==> config.mk <==
export PLATFORM = sky130hd
export DESIGN_NAME = mgmt_page_window
export DESIGN_NICKNAME = d
export VERILOG_FILES = /design/src/rtl/mgmt_pw_pkg.sv /design/src/rtl/mgmt_page_reg.sv /design/src/rtl/mgmt_addr_steer.sv /design/src/rtl/mgmt_rdata_mux.sv /design/src/rtl/mgmt_page_window.sv
export SDC_FILE = /design/constraint.sdc
export NUM_CORES = 1
export LEC_CHECK = 0
export ABC_CLOCK_PERIOD_IN_PS = 3150
export BUFFER_PORTS_ARGS = -buffer_cell sky130_fd_sc_hd__buf_4
export CAP_MARGIN = 20
export CORE_MARGIN = 1
export CORE_UTILIZATION = 49
export DETAILED_ROUTE_END_ITERATION = 8
export GPL_TIMING_DRIVEN = 0
export PLACE_DENSITY = 0.88
export SLEW_MARGIN = 25
export SYNTH_ARGS = -nofsm -noshare
export SYNTH_HDL_FRONTEND = slang
export SYNTH_HIERARCHICAL = 1
export SYNTH_SLANG_ARGS = --single-unit
==> constraint.sdc <==
create_clock -name clk -period 3.15 [get_ports clk]
set_input_delay 0 -clock clk [delete_from_list [all_inputs] [get_ports clk]]
set_output_delay 0 -clock clk [all_outputs]
set_load 0.1 [all_outputs]
==> src/rtl/mgmt_pw_pkg.sv <==
package mgmt_pw_pkg;

    // Which source an access is routed to
    typedef enum logic [1:0] {
        TGT_NONE = 2'd0,
        TGT_BASE = 2'd1,
        TGT_EXT  = 2'd2,
        TGT_PAGE = 2'd3
    } tgt_e;

endpackage

==> src/rtl/mgmt_page_reg.sv <==
module mgmt_page_reg #(
    parameter int ADDR_W    = 5,
    parameter int DATA_W    = 16,
    parameter int PAGE_ADDR = 31,
    parameter int EXT_VAL   = 1
) (
    input  logic              clk,
    input  logic              rst_n,
    input  logic [ADDR_W-1:0] req_addr,
    input  logic              req_wr,
    input  logic [DATA_W-1:0] req_wdata,
    output logic [DATA_W-1:0] page_val,
    output logic              ext_sel
);

    localparam logic [ADDR_W-1:0] PAGE_A = ADDR_W'(PAGE_ADDR);
    localparam logic [DATA_W-1:0] EXT_V  = DATA_W'(EXT_VAL);

    typedef struct packed {
        logic [DATA_W-1:0] page;
        logic              ext;
    } state_t;

    state_t st_d, st_q;

    always_comb begin
        st_d = st_q;
        if (req_wr && (req_addr == PAGE_A)) begin
            st_d.page = req_wdata;
            st_d.ext  = (req_wdata == EXT_V);
        end
    end

    always_ff @(posedge clk) begin
        if (!rst_n) begin
            st_q <= '0;
        end else begin
            st_q <= st_d;
        end
    end

    assign page_val = st_q.page;
    assign ext_sel  = st_q.ext;

endmodule

==> src/rtl/mgmt_addr_steer.sv <==
module mgmt_addr_steer
    import mgmt_pw_pkg::*;
#(
    parameter int ADDR_W    = 5,
    parameter int PAGED_LO  = 16,
    parameter int PAGE_ADDR = 31
) (
    input  logic [ADDR_W-1:0] req_addr,
    input  logic              req_rd,
    input  logic              req_wr,
    input  logic              ext_sel,
    output tgt_e              target,
    output logic              base_rd,
    output logic              base_wr,
    output logic              ext_rd,
    output logic              ext_wr
);

    localparam logic [ADDR_W-1:0] LO_A   = ADDR_W'(PAGED_LO);
    localparam logic [ADDR_W-1:0] PAGE_A = ADDR_W'(PAGE_ADDR);

    logic access;
    logic in_paged;

    always_comb begin
        access   = req_rd || req_wr;
        in_paged = (req_addr >= LO_A) && (req_addr != PAGE_A);
        target   = TGT_NONE;
        if (access) begin
            if (req_addr == PAGE_A) begin
                target = TGT_PAGE;
            end else if (in_paged && ext_sel) begin
                target = TGT_EXT;
            end else begin
                target = TGT_BASE;
            end
        end
        base_rd = req_rd && (target == TGT_BASE);
        base_wr = req_wr && (target == TGT_BASE);
        ext_rd  = req_rd && (target == TGT_EXT);
        ext_wr  = req_wr && (target == TGT_EXT);
    end

endmodule

==> src/rtl/mgmt_rdata_mux.sv <==
module mgmt_rdata_mux
    import mgmt_pw_pkg::*;
#(
    parameter int DATA_W = 16
) (
    input  logic              clk,
    input  logic              rst_n,
    input  logic              req_rd,
    input  tgt_e              target,
    input  logic [DATA_W-1:0] base_rdata,
    input  logic [DATA_W-1:0] ext_rdata,
    input  logic [DATA_W-1:0] page_val,
    output logic [DATA_W-1:0] rsp_rdata
);

    typedef struct packed {
        logic [DATA_W-1:0] rdata;
    } state_t;

    state_t st_d, st_q;

    always_comb begin
        st_d = st_q;
        if (req_rd) begin
            unique case (target)
                TGT_BASE: st_d.rdata = base_rdata;
                TGT_EXT:  st_d.rdata = ext_rdata;
                TGT_PAGE: st_d.rdata = page_val;
                default:  st_d.rdata = st_q.rdata;
            endcase
        end
    end

    always_ff @(posedge clk) begin
        if (!rst_n) begin
            st_q <= '0;
        end else begin
            st_q <= st_d;
        end
    end

    assign rsp_rdata = st_q.rdata;

endmodule

==> src/rtl/mgmt_page_window.sv <==
module mgmt_page_window
    import mgmt_pw_pkg::*;
#(
    parameter int ADDR_W    = 5,
    parameter int DATA_W    = 16,
    parameter int PAGED_LO  = 16,
    parameter int PAGE_ADDR = 31,
    parameter int EXT_VAL   = 1
) (
    input  logic              clk,
    input  logic              rst_n,
    input  logic [ADDR_W-1:0] req_addr,
    input  logic              req_wr,
    input  logic [DATA_W-1:0] req_wdata,
    input  logic              req_rd,
    output logic [DATA_W-1:0] rsp_rdata,
    output logic [ADDR_W-1:0] bank_addr,
    output logic [DATA_W-1:0] bank_wdata,
    output logic              base_rd,
    output logic              base_wr,
    output logic              ext_rd,
    output logic              ext_wr,
    input  logic [DATA_W-1:0] base_rdata,
    input  logic [DATA_W-1:0] ext_rdata
);

    logic [DATA_W-1:0] page_val;
    logic              ext_sel;
    tgt_e              target;

    mgmt_page_reg #(
        .ADDR_W    (ADDR_W),
        .DATA_W    (DATA_W),
        .PAGE_ADDR (PAGE_ADDR),
        .EXT_VAL   (EXT_VAL)
    ) u_page (
        .clk       (clk),
        .rst_n     (rst_n),
        .req_addr  (req_addr),
        .req_wr    (req_wr),
        .req_wdata (req_wdata),
        .page_val  (page_val),
        .ext_sel   (ext_sel)
    );

    mgmt_addr_steer #(
        .ADDR_W    (ADDR_W),
        .PAGED_LO  (PAGED_LO),
        .PAGE_ADDR (PAGE_ADDR)
    ) u_steer (
        .req_addr (req_addr),
        .req_rd   (req_rd),
        .req_wr   (req_wr),
        .ext_sel  (ext_sel),
        .target   (target),
        .base_rd  (base_rd),
        .base_wr  (base_wr),
        .ext_rd   (ext_rd),
        .ext_wr   (ext_wr)
    );

    mgmt_rdata_mux #(
        .DATA_W (DATA_W)
    ) u_rmux (
        .clk        (clk),
        .rst_n      (rst_n),
        .req_rd     (req_rd),
        .target     (target),
        .base_rdata (base_rdata),
        .ext_rdata  (ext_rdata),
        .page_val   (page_val),
        .rsp_rdata  (rsp_rdata)
    );

    assign bank_addr  = req_addr;
    assign bank_wdata = req_wdata;

endmodule

==> results.json <==
{
  "cp-end-kind": "register",
  "tritoncts": "built",
  "number_of_gates_resized_after_cts": 0,
  "track_usage_pct": 29.1,
  "floorplan.die.width_um": 64.6,
  "total_power_of_the_final_layout_mw": 1.27,
  "post-place-ws_ns": 1.48,
  "tritoncts_sinks": 33,
  "rr_worst_depth": 7,
  "worst_hold_path_depth": 3,
  "layout-drive-gt1-share_pct": 48.6,
  "crit_fanout": 10,
  "antennaDiodeCount": 0,
  "crit_path_arrival_time_ns": 1.93,
  "synth_fp_nets": 261,
  "cp_data_required_time_ns": 3.38,
  "finish.net_count": 390,
  "r2r_setup_slack_ns": 1.44,
  "outcome": "finished with violations",
  "synth_ff_type": "sky130_fd_sc_hd__dfxtp_1",
  "finish.utilization_pct": 82.0,
  "critPathKind": "reg2reg",
  "hold_ws_ns": -0.000382,
  "overflow": 0,
  "drtAntennaViolNets": 0,
  "detailed_route_vias_per_instance": 5.41,
  "static-leakage-power_nw": 1.37,
  "worst_slack_ns": 1.44,
  "netlist-cell-type-count": 31,
  "final_hold_viol_count": 1,
  "grt_antenna_before_repair": 0,
  "warnings_synthesis": 6,
  "avgRoutedWirePerCell_um": 15.1,
  "cellPowerDensity_nw_per_um2": 416,
  "fp.coreArea_um2": 3720,
  "cts-htree-levels": 2,
  "die_h_um": 64.6,
  "clock_power_share_pct": 25.6,
  "synth-edff-count": 0,
  "switchingPower_uw": 486,
  "timing_worst_slew_pin_value_ns": 0.475,
  "ctsLongestPathBuffers": 2,
  "die_area_um2": 4180,
  "setup-tns-final_ns": 0,
  "clk_transition_reported_paths_ns": 0.07,
  "hold_start": "req_wdata[1]",
  "vias_in_the_first_global_route": 1974,
  "critical_path.startpoint_type": "register",
  "yosys_register_bits": 33,
  "asyncSetResetFlopFracSynth_pct": 0,
  "post_synth_instance_area_um2": 1920,
  "irDropWorstVdd_mv": 0.303,
  "number_of_iterations_in_the_first_detailed_routing_pass": 4,
  "numPortBuffers": 97,
  "numCtsBuffers": 5,
  "comb_power_share_pct": 39.3,
  "timing.hold.worst_endpoint": "u_page/page_val[1]",
  "num_vias": 2060,
  "final_max_slew_viol_count": 0,
  "cts_hold_repair.buffers": 25,
  "clockRootBuffer": "sky130_fd_sc_hd__clkbuf_8",
  "routed_wl_mm": 5.75,
  "largest_net_degree_at_the_start_of_global_routing": 17,
  "final-setup-viol-count": 0,
  "finClkSkew_ns": 0.00292,
  "share_seq_of_total_power_pct": 35.2,
  "cts.repair_timing.setup_buffer_count": 0,
  "detail_route.drc_violations": 0,
  "setup_repair_after_global_routing_missed_its_margin": "no",
  "fmax_mhz": 585,
  "placementRows": 22,
  "clk-insertion-delay-late_ns": 0.29,
  "num_io_pins": 98,
  "first_iter_violations": 84,
  "syn-mean-instance-area_um2": 9.42,
  "grt_pass1_wl_mm": 9.24,
  "worst_r2r_startpoint": "u_page/ext_sel",
  "fin_crit_sh_pct": 54.2,
  "min_period_ns": 1.71,
  "area_growth_syn_to_layout_pct": 58.5,
  "floorplan.initialDensity_pct": 51.7,
  "failed_checks": "negative hold slack",
  "power.switching_fraction_pct": 38.4,
  "max_cap_violations": 0,
  "syn_inst": 204,
  "synth_sequential_area_ratio_pct": 34.4,
  "timing.hold.worst.class": "in2reg",
  "place.gp.congestion": 0.809,
  "post-dp-hpwl_mm": 3.94,
  "crit-reg2reg-capture": "u_rmux/rsp_rdata[14]",
  "internal-power_uw": 780,
  "timing.slew.headroom_pct": 68.1
}
==> synthesized netlist by cell type (6+ instances only) <==
cell                        n  share of area [%]
sky130_fd_sc_hd__dfxtp_1   33                 34
sky130_fd_sc_hd__o21ai_0   31                8.1
sky130_fd_sc_hd__buf_4     23                9.0
sky130_fd_sc_hd__nand3_1   17                4.4
sky130_fd_sc_hd__nor2_1    17                3.3
sky130_fd_sc_hd__a21boi_1  11                4.3
sky130_fd_sc_hd__mux2_4    10                7.8
sky130_fd_sc_hd__o22ai_2   10                6.5
sky130_fd_sc_hd__a21boi_0   7                2.7
sky130_fd_sc_hd__mux2_2     6                3.5
sky130_fd_sc_hd__o22ai_1    6                2.0
==> how the worst max path moves through the flow <==
stage                               from  slack [ns]              endpoint  cells past startpoint
final                     u_page/ext_sel        1.44  u_rmux/rsp_rdata[14]                      7
after global placement    u_page/ext_sel        1.51   u_rmux/rsp_rdata[6]                      7
after floorplan           u_page/ext_sel        1.16               base_rd                      2
after detailed placement  u_page/ext_sel        1.48  u_rmux/rsp_rdata[14]                      7
after CTS                 u_page/ext_sel        1.46  u_rmux/rsp_rdata[14]                      7
after global routing      u_page/ext_sel        1.30  u_rmux/rsp_rdata[14]                      7
==> cell families after synthesis <==
group	share of synthesized area [%]
muxes	11.3
AOI/OAI and AO/OA	26.1
and+or+nand+nor	14.0
buffers and inverters	14.2
DFF	34.4
==> metal layers <==
layer | vias up | wire [µm] | global-route usage [%]
li1 | 990 | - | -
met1 | 957 | 2220 | 33.2
met2 | 102 | 3040 | 53.2
met3 | 11 | 368 | 5.63
met4 | 0 | 121 | 10.8
met5 | - | 0 | 0
==> layout make-up <==
| cell class | count | area (µm²) |
|---|---|---|
| Sequential cell | 33 | 661 |
| Clock buffer | 7 | 86.3 |
| Tap cell | 48 | 60.1 |
| Timing Repair Buffer | 122 | 978 |
| Multi-Input combinational cell | 137 | 988 |
| Fill cell | 231 | 669 |
| Buffer | 34 | 273 |
==> placed cells by master, fill, tap and decap left out, types with 7 or more instances in the layout <==
master,count
sky130_fd_sc_hd__o22ai_2,10
sky130_fd_sc_hd__nand3_1,17
sky130_fd_sc_hd__buf_4,120
sky130_fd_sc_hd__nor2_1,17
sky130_fd_sc_hd__dfxtp_1,33
sky130_fd_sc_hd__dlygate4sd3_1,25
sky130_fd_sc_hd__a21boi_1,11
sky130_fd_sc_hd__mux2_4,10
sky130_fd_sc_hd__a21boi_0,7
sky130_fd_sc_hd__o21ai_0,31
==> metrics by stage <==
stage	std cells	instance area, µm²
2_1_floorplan	204	1920
3_3_place_gp	349	2710
5_1_grt	381	3050
6_report	381	3050
4_1_cts	381	3050
3_5_place_dp	349	2710
==> flip-flops by register name (all words and copies together), names as in the netlist <==
register / count
u_page/page_val: 16
u_page/ext_sel: 1
u_rmux/rsp_rdata: 16
==> worst max-delay path, cell delays in order, from the launching register on <==
cell	delay, ns
sky130_fd_sc_hd__dfxtp_1	0.35
sky130_fd_sc_hd__a41o_1	0.25
sky130_fd_sc_hd__and3b_1	0.18
sky130_fd_sc_hd__buf_6	0.15
sky130_fd_sc_hd__nand3b_4	0.11
sky130_fd_sc_hd__clkbuf_1	0.35
sky130_fd_sc_hd__o21ai_0	0.16
sky130_fd_sc_hd__nor2_1	0.10
==> power groups by stage <==
stage          registers [mW]  logic (mW)  clock network, mW
2_1_floorplan           0.567       0.223                  0
3_3_place_gp            0.454       0.463                  0
3_5_place_dp            0.455       0.468                  0
4_1_cts                 0.445       0.494              0.325
5_1_grt                 0.447       0.517              0.346
6_report                0.445       0.497              0.324
Note: power is estimated with default switching activity, not from simulation.
